[src/rtl/pct_pkg.sv]
`timescale 1ns/1ps
package pct_pkg;
    localparam int PRE_W = 4;

    typedef enum logic [1:0] {SRC_SYS, SRC_EXT, SRC_PEER, SRC_OFF} src_e;
    typedef enum logic [1:0] {OVR_NONE, OVR_HIGH, OVR_LOW, OVR_HIZ} ovr_e;
    typedef enum logic [1:0] {EDGE_OFF, EDGE_RISE, EDGE_FALL, EDGE_BOTH} cap_edge_e;

    typedef struct packed {
        logic rise;
        logic fall;
    } edge_t;

    // Terminal count of the peer prescaler for the selected divide ratio.
    function automatic logic [PRE_W-1:0] peer_limit(input logic [1:0] div);
        case (div)
            2'd0:    return PRE_W'(0);
            2'd1:    return PRE_W'(1);
            2'd2:    return PRE_W'(3);
            default: return PRE_W'(15);
        endcase
    endfunction
endpackage

[src/rtl/pct_sync.sv]
`timescale 1ns/1ps
module pct_sync #(
    parameter int   STAGES  = 2,
    parameter logic RST_VAL = 1'b0
) (
    input  logic          clk,
    input  logic          rst,
    input  logic          d,
    output pct_pkg::edge_t edg
);
    logic [STAGES:0] chain;

    always_ff @(posedge clk) begin
        if (rst) chain <= {(STAGES+1){RST_VAL}};
        else     chain <= {chain[STAGES-1:0], d};
    end

    // chain[STAGES-1] is the synchronized level, chain[STAGES] its previous value
    assign edg.rise = chain[STAGES-1] & ~chain[STAGES];
    assign edg.fall = ~chain[STAGES-1] & chain[STAGES];
endmodule

[src/rtl/pct_tick_gen.sv]
`timescale 1ns/1ps
module pct_tick_gen
    import pct_pkg::*;
(
    input  logic       clk,
    input  logic       rst,
    input  logic       run,
    input  src_e       src,
    input  logic [1:0] peer_div,
    input  logic       ev_rise,
    input  logic       peer_match,
    output logic       tick
);
    logic [PRE_W-1:0] pre_q;
    logic [PRE_W-1:0] lim;
    logic             pre_hit;

    assign lim     = peer_limit(peer_div);
    assign pre_hit = (pre_q >= lim);

    always_ff @(posedge clk) begin
        if (rst)             pre_q <= '0;
        else if (peer_match) pre_q <= pre_hit ? '0 : pre_q + 1'b1;
    end

    always_comb begin
        case (src)
            SRC_SYS:  tick = run;
            SRC_EXT:  tick = run & ev_rise;
            SRC_PEER: tick = run & peer_match & pre_hit;
            default:  tick = 1'b0;
        endcase
    end
endmodule

[src/rtl/pct_counter.sv]
`timescale 1ns/1ps
module pct_counter #(
    parameter int CNT_W = 16,
    parameter int N_CMP = 2
) (
    input  logic             clk,
    input  logic             rst,
    input  logic             tick,
    input  logic             mode_pwm,
    input  logic [N_CMP-1:0] cmp_wr,
    input  logic [CNT_W-1:0] cmp_wdata,
    output logic [CNT_W-1:0] cnt,
    output logic             wave,
    output logic             irq_wrap
);
    logic [CNT_W-1:0] shadow [N_CMP];
    logic [CNT_W-1:0] active [N_CMP];
    logic             wrap;
    logic             tog_q;

    assign wrap = tick && (cnt == active[0]);

    for (genvar i = 0; i < N_CMP; i++) begin : g_cmp
        always_ff @(posedge clk) begin
            if (rst) begin
                shadow[i] <= '0;
                active[i] <= '0;
            end else begin
                if (cmp_wr[i]) shadow[i] <= cmp_wdata;
                if (wrap)      active[i] <= shadow[i];
            end
        end
    end

    always_ff @(posedge clk) begin
        if (rst) begin
            cnt      <= '0;
            tog_q    <= 1'b0;
            irq_wrap <= 1'b0;
        end else begin
            irq_wrap <= wrap;
            if (tick) cnt <= wrap ? '0 : cnt + 1'b1;
            if (wrap && !mode_pwm) tog_q <= ~tog_q;
        end
    end

    assign wave = mode_pwm ? (cnt < active[1]) : tog_q;
endmodule

[src/rtl/pct_capture.sv]
`timescale 1ns/1ps
module pct_capture
    import pct_pkg::*;
#(
    parameter int CNT_W = 16
) (
    input  logic             clk,
    input  logic             rst,
    input  edge_t            edg,
    input  cap_edge_e        sel,
    input  logic [CNT_W-1:0] cnt,
    output logic [CNT_W-1:0] cap0,
    output logic [CNT_W-1:0] cap1,
    output logic             irq
);
    logic trig;

    assign trig = (edg.rise && (sel == EDGE_RISE || sel == EDGE_BOTH)) ||
                  (edg.fall && (sel == EDGE_FALL || sel == EDGE_BOTH));

    always_ff @(posedge clk) begin
        if (rst) begin
            cap0 <= '0;
            cap1 <= '0;
            irq  <= 1'b0;
        end else begin
            irq <= trig;
            if (trig) begin
                cap1 <= cap0;
                cap0 <= cnt;
            end
        end
    end
endmodule

[src/rtl/pct_override.sv]
`timescale 1ns/1ps
module pct_override
    import pct_pkg::*;
(
    input  logic  clk,
    input  logic  rst,
    input  logic  fault_fall,
    input  ovr_e  sel,
    input  logic  clr,
    input  logic  wave,
    output logic  pin,
    output logic  oe,
    output logic  active
);
    ovr_e state_q;

    always_ff @(posedge clk) begin
        if (rst) begin
            active  <= 1'b0;
            state_q <= OVR_NONE;
        end else if (fault_fall && sel != OVR_NONE) begin
            active  <= 1'b1;
            state_q <= sel;
        end else if (clr) begin
            active  <= 1'b0;
        end
    end

    always_comb begin
        pin = wave;
        oe  = 1'b1;
        if (active) begin
            pin = (state_q == OVR_HIGH);
            oe  = (state_q != OVR_HIZ);
        end
    end
endmodule

[src/rtl/pwm_cap_timer.sv]
`timescale 1ns/1ps
module pwm_cap_timer
    import pct_pkg::*;
#(
    parameter int CNT_W  = 16,
    parameter int SYNC_N = 2
) (
    input  logic             clk,
    input  logic             rst,
    input  logic             run,
    input  logic             mode_pwm,
    input  logic [1:0]       clk_src,
    input  logic [1:0]       peer_div,
    input  logic             ev_in,
    input  logic             peer_match,
    input  logic [1:0]       cmp_wr,
    input  logic [CNT_W-1:0] cmp_wdata,
    input  logic [1:0]       cap_edge,
    input  logic             cap_in,
    input  logic             fault_n,
    input  logic [1:0]       ovr_sel,
    input  logic             ovr_clr,
    output logic [CNT_W-1:0] tmr_cnt,
    output logic             tmr_out,
    output logic             tmr_oe,
    output logic             ovr_active,
    output logic [CNT_W-1:0] cap0,
    output logic [CNT_W-1:0] cap1,
    output logic             irq_period,
    output logic             irq_capture
);
    edge_t ev_e, cap_e, flt_e;
    logic  tick;
    logic  wave;

    pct_sync #(.STAGES(SYNC_N), .RST_VAL(1'b0)) u_ev_sync  (.clk, .rst, .d(ev_in),   .edg(ev_e));
    pct_sync #(.STAGES(SYNC_N), .RST_VAL(1'b0)) u_cap_sync (.clk, .rst, .d(cap_in),  .edg(cap_e));
    pct_sync #(.STAGES(SYNC_N), .RST_VAL(1'b1)) u_flt_sync (.clk, .rst, .d(fault_n), .edg(flt_e));

    pct_tick_gen u_tick (
        .clk, .rst, .run,
        .src(src_e'(clk_src)), .peer_div,
        .ev_rise(ev_e.rise), .peer_match,
        .tick
    );

    pct_counter #(.CNT_W(CNT_W), .N_CMP(2)) u_cnt (
        .clk, .rst, .tick, .mode_pwm, .cmp_wr, .cmp_wdata,
        .cnt(tmr_cnt), .wave, .irq_wrap(irq_period)
    );

    pct_capture #(.CNT_W(CNT_W)) u_cap (
        .clk, .rst, .edg(cap_e), .sel(cap_edge_e'(cap_edge)),
        .cnt(tmr_cnt), .cap0, .cap1, .irq(irq_capture)
    );

    pct_override u_ovr (
        .clk, .rst, .fault_fall(flt_e.fall), .sel(ovr_e'(ovr_sel)),
        .clr(ovr_clr), .wave, .pin(tmr_out), .oe(tmr_oe), .active(ovr_active)
    );
endmodule

[config.mk]
export PLATFORM = sky130hd
export DESIGN_NAME = pwm_cap_timer
export DESIGN_NICKNAME = d
export VERILOG_FILES = /design/src/rtl/pct_pkg.sv /design/src/rtl/pct_sync.sv /design/src/rtl/pct_tick_gen.sv /design/src/rtl/pct_counter.sv /design/src/rtl/pct_capture.sv /design/src/rtl/pct_override.sv /design/src/rtl/pwm_cap_timer.sv
export SDC_FILE = /design/constraint.sdc
export NUM_CORES = 1
export LEC_CHECK = 0
export ABC_AREA = 1
export BUFFER_PORTS_ARGS = -buffer_cell sky130_fd_sc_hd__buf_4
export CAP_MARGIN = 40
export CORE_UTILIZATION = 40
export DETAILED_ROUTE_END_ITERATION = 8
export PLACE_DENSITY = 0.69
export SYNTH_ARGS = -nofsm -noshare
export SYNTH_HDL_FRONTEND = slang
export SYNTH_SLANG_ARGS = --single-unit
export TNS_END_PERCENT = 1
[constraint.sdc]
create_clock -name clk -period 12.1 [get_ports clk]
set_input_delay 2.42 -clock clk [delete_from_list [all_inputs] [get_ports clk]]
set_output_delay 2.42 -clock clk [all_outputs]
set_load 0.02 [all_outputs]
* After elaboration in Yosys (flattened, before gate mapping)
Memory sizes are Yosys's and may differ from the RTL's. Cells that the tools add are included.
Word-level totals: register bits 67, memory bits (writable) 64, bits of input ports 35, word-level logic and storage cells 81, memories kept 2
Operators by class: $add $sub $neg 2, magnitude comparators 2, equality and inequality tests 10, muxes and demuxes 24, bitwise operators 16, reductions and logical operators 13
Memories:
- u_cnt.active | words 2, bits a word 16, rd ports 2, clocked after memory_dff 0, write ports 2, line pct_counter.sv:17 | logic [CNT_W-1:0] active [N_CMP];
- u_cnt.shadow | words 2, bits a word 16, rd ports 2, clocked after memory_dff 0, write ports 2, line pct_counter.sv:16 | logic [CNT_W-1:0] shadow [N_CMP];
Operator list (count):
- 16-bit two-way mux | 5
- 16-bit by 1-bit adder with 16-bit output (second input constant) | 1
- 16-bit == test | 1
- 16-bit less-than comparator | 1
- 1-bit two-way mux | 16
- 4-bit one-hot mux with 3 select lines | 1
- 2-bit by 1-bit == test with 1-bit output (second input constant) | 4
- 2-bit == test (second input constant) | 4
- 1-bit bitwise AND | 7
- 1-bit logical AND | 5
- 1-bit inverter | 5
- 4-bit by 1-bit adder with 4-bit output (second input constant) | 1
- 4-bit greater-or-equal comparator | 1
- 2-bit zero test | 2
- 4-bit two-way mux | 1
- 1-bit OR | 4
- 2-bit nonzero test | 2
- 1-bit logical OR | 3
- 1-bit one-hot mux with 3 select lines | 1
- 2-bit != test (second input constant) | 1
- 1-bit zero test | 1

* Longest topological paths before layout
word-level depth 10, mapped depth 15

* Modules after synthesis
A second synthesis with hierarchy kept.
Second synthesis, totals: cell total of the unflattened synthesis 779, area total of the unflattened synthesis 6382.4 um^2
Modules (own cells, without submodules):
- pct_counter | instances 1, cells each 459, area each 4122.7 um^2, seq. area each 2282.2 um^2
- pct_capture | instances 1, cells each 214, area each 1506.4 um^2, seq. area each 660.6 um^2
- pct_tick_gen | instances 1, cells each 46, area each 319.1 um^2, seq. area each 80.1 um^2
- pct_sync at u_cap_sync ... | instances 2, cells each 12, area each 93.8 um^2, seq. area each 60.1 um^2
- pct_override | instances 1, cells each 23, area each 148.9 um^2, seq. area each 60.1 um^2
- pct_sync at u_flt_sync | instances 1, cells each 13, area each 97.6 um^2, seq. area each 60.1 um^2

* Worst setup path before layout
OpenSTA, ideal clock, no wires.
kind input-to-reg, from input port peer_div[1], to memory u_cnt.active[0][0], enable pin, library setup time 430 ps, arrival 5022 ps, required time 11670 ps, slack 6648 ps, cell stages on the path 8, buffers on the path 0, path through or2_2 -> ha_1 -> nand4_1 -> nand3_1 -> nand2_1 -> nand2_1 -> nand2_1 -> o21ai_1
RTL lines:
- from (decl) | line pwm_cap_timer.sv:13 | input logic [1:0] peer_div,
- to (decl) | line pct_counter.sv:17

* Worst setup path in the final report
from input port mode_pwm, to output port tmr_out
On the way: cells in the longest elaborated chain, start to end 2
Ends and longest elaborated chain:
- from (decl) | line pwm_cap_timer.sv:11 | input logic mode_pwm,
- 1-bit two-way mux | line pct_counter.sv:47 | assign wave = mode_pwm ? (cnt < active[1]) : tog_q;
- 1-bit two-way mux | line pct_override.sv:32 | if (active) begin
- to (decl) | line pwm_cap_timer.sv:24 | output logic tmr_out,
No other way between the ends.

==> metrics.txt <==
status finished, final reports clean; fillers 1,463; total track usage 16.20%; number of flops mapped to enable cells by yosys 64; critical path's slowest cell nor3b_1; worst reg2reg path startpoint u_tick.pre_q[3]; vias in the first global route 4,328; Antenna diodes 0; Primary FF master, synth dfxtp_1; Hold Path Class register to register; DP HPWL 8910 um; Post-synth ARST share 0%; clk slew on worst S/H paths 0.05 ns; number of port buffers 87; Core Area 0.01537 sq mm; CTS Hold Bufs 0; Worst IR Drop VDD 0.1003 mV; Vias/cell 4.408; initial DRC count 212; CTS tree yes; LEAKAGE 3.446 nW; most frequent CP cell nand2_1; post-route worst setup slack 6.499 ns; Setup Skew 0.006498 ns; Top Ports 88; Worst R2R Setup Slack 9.50 ns; NumNets Final 881; die area 0.01648 sq mm; GPL Wtd Cong 0.8823; total gr overflow 0; clock network fraction of total power 43.8%; initial antenna violation count 0; first-pass GRT wire length 20,400 um; Final min period 5.601 ns; ratio of cells with drive above 1 in the final layout 19.35%; Seq/Total Area, Yosys 51.09%; Worst Tran Pin Value 0.8335 ns; Seq pwr share 48.3%; Crit Path Category primary input to output port; Horiz. Die Dim 128.4 um; synth unique cells 32; total CTS buffers 17; CP Max Fanout 4; Area contributors post-synth edfxtp_1 (30%), dfxtp_1 (21%), inv_1 (8.9%), nand2_1 (7.2%), nor2_4 (5.1%); Antenna Nets Post-Route 0; DIE HEIGHT 128.4 um; Initial Util 41.55%; final setup TNS 0 ns; Hold Path Depth 2; cell breakdown of the critical path buf_4 > inv_1 > nor3b_1 > nand2_1 > nand2_1 > nand2_1 > nand2_1 > buf_4; power per cell area 133.0 mW/mm^2; Sinks on Clock Net 131; sw frac 22.72%; register bit total from synthesis 131; setup violators final 0; Synth Instances 741; Avg Inst Size Synth 8.620 sq um; area leader, netlist edfxtp_1; worst r2r dst u_cnt.active[0][13]; clock tree buffer depth 2; Worst setup SP type primary input; largest net degree at the start of global routing 66; fin. max-slew vios 0; clk_lat worst skew 0.42 ns; worst stage delay on the critical path 0.20 ns; residual DRC count 0; critical hold path startpoint u_cap_sync.chain[0]; internal power 0.7937 mW; 1st-pass router iterations 4; Critical Path RT 9.68 ns; Comb pwr share 7.9%; Achievable Freq 0.1785 GHz; Cell Area, Synth 0.006387 sq mm; NetSw 0.2333 mW; area delta synth->final 20.86%; commonest non-fill, non-tap cell in the layout inv_1; Synth warnings 0; final hold violation count 0; Setup Fix Bufs, Post-CTS 0; Min-Delay Endpoint u_cap_sync.chain[1]; CP endpoint kind output port; Post-Place Worst Slack 6.529 ns; H-tree depth 4; wire per inst 11.96 um; Slew headroom 44.28%; Total Power 1.027 mW; fraction of synthesized cell area taken by the top area cell type 30.09%; Max Cap Viol 0; unrepaired setup endpoints after global routing no; post_cts resized 0; final worst-path cycle share 46.29%; via count 4,620; Routed WL 12,540 um; commonest non-fill, non-tap cells in the layout inv_1 (151), nand2_1 (122), buf_4 (90), nor2_1 (73), dfxtp_1 (67); Worst Path Arrival 3.18 ns; root buffer cell clkbuf_16; Syn Nets 797; R2R depth 10; Cell Rows 45
-- routing by layer --
| metal | global-route usage [%] | wire, um | up-vias |
|---|---|---|---|
| met1 | 19.72 | 5706 | 1999 |
| met3 | 4.241 | 751 | 22 |
| met2 | 27.06 | 5826 | 117 |
| met5 | 0 | 0 | - |
| met4 | 7.128 | 252 | 0 |
| li1 | - | - | 2482 |
-- worst max path at each step --
| stage | startpoint | end | slack [ns] |
|---|---|---|---|
| 3_5_place_dp | mode_pwm | tmr_out | 6.53 |
| 5_1_grt | mode_pwm | tmr_out | 6.43 |
| 2_1_floorplan | peer_div[1] | u_cnt.active[0][0] | 6.65 |
| 6_report | mode_pwm | tmr_out | 6.50 |
| 3_3_place_gp | mode_pwm | tmr_out | 6.53 |
| 4_1_cts | mode_pwm | tmr_out | 6.52 |
-- critical path, delay by kind of cell --
family                 cells  cell delay, ns
buffers and inverters      3            0.28
and+or+nand+nor            5            0.49
-- final cells by class --
type	count	area (sq um)	share of cell area [%]
Sequential cell	131	3263	42.27
Multi-Input combinational cell	427	2397	31.05
Timing Repair Buffer	91	695.7	9.011
Inverter	157	589.3	7.634
Clock buffer	23	447.9	5.802
Tap cell	211	264.0	3.420
Clock inverter	8	62.56	0.8104
-- state kept, by name, summed over array words and instances, names as in the netlist, 2 cells and up --
| name | cells |
|---|---|
| u_cnt.active | 32 |
| u_cnt.shadow | 32 |
| u_cap.cap0 | 16 |
| u_cap.cap1 | 16 |
| u_cnt.cnt | 16 |
| u_tick.pre_q | 4 |
| u_cap_sync.chain | 3 |
| u_ev_sync.chain | 3 |
| u_flt_sync.chain | 3 |
| u_ovr.state_q | 2 |
-- synthesized netlist by cell type (2+ instances only) --
master	n
inv_1	151
nand2_1	122
nor2_1	73
dfxtp_1	67
edfxtp_1	64
a21oi_1	52
o21ai_0	39
nor2_4	29
nand3_1	27
ha_1	21
clkbuf_1	17
nor3_1	11
nand4_1	9
xor2_1	9
nand3b_1	7
xnor2_1	7
inv_2	6
buf_2	5
or2_2	5
buf_12	3
nand2_2	2
nand2_4	2
nor2_2	2
nor3b_1	2
o21a_1	2
-- power by group through the flow --
stage	Clock, mW	Combinational [mW]	Sequential [mW]
floorplan	0	0.0459	0.510
global placement	0	0.0809	0.505
detailed placement	0	0.0822	0.505
CTS	0.456	0.0826	0.496
global route	0.473	0.0922	0.498
finish	0.449	0.0816	0.496
-- logic make-up (layout without fill, tap and decap cells) --
kind of cell	Yosys count	in the layout	share of synthesized area, %
AOI/OAI and AO/OA	97	97	7.796
adders and majority gates	21	21	4.114
and+or+nand+nor	293	293	23.13
DFF	131	131	51.09
xor gates and xnor gates	16	16	2.194
buffers and inverters	183	279	11.67
-- through the flow --
| step | cells | util (%) | hold WS (ns) | instance area [sq um] |
|---|---|---|---|---|
| after CTS | 1048 | 50.22 | 0.4034 | 7720 |
| after detailed placement | 1017 | 46.90 | 0.3954 | 7209 |
| after floorplan | 741 | - | 0.3883 | 6387 |
| after global placement | 1016 | 46.77 | 0.3897 | 7189 |
| final | 1048 | 50.22 | 0.4006 | 7720 |
| after global routing | 1048 | 50.22 | 0.4125 | 7720 |
Power figures use the tool's default switching activity.
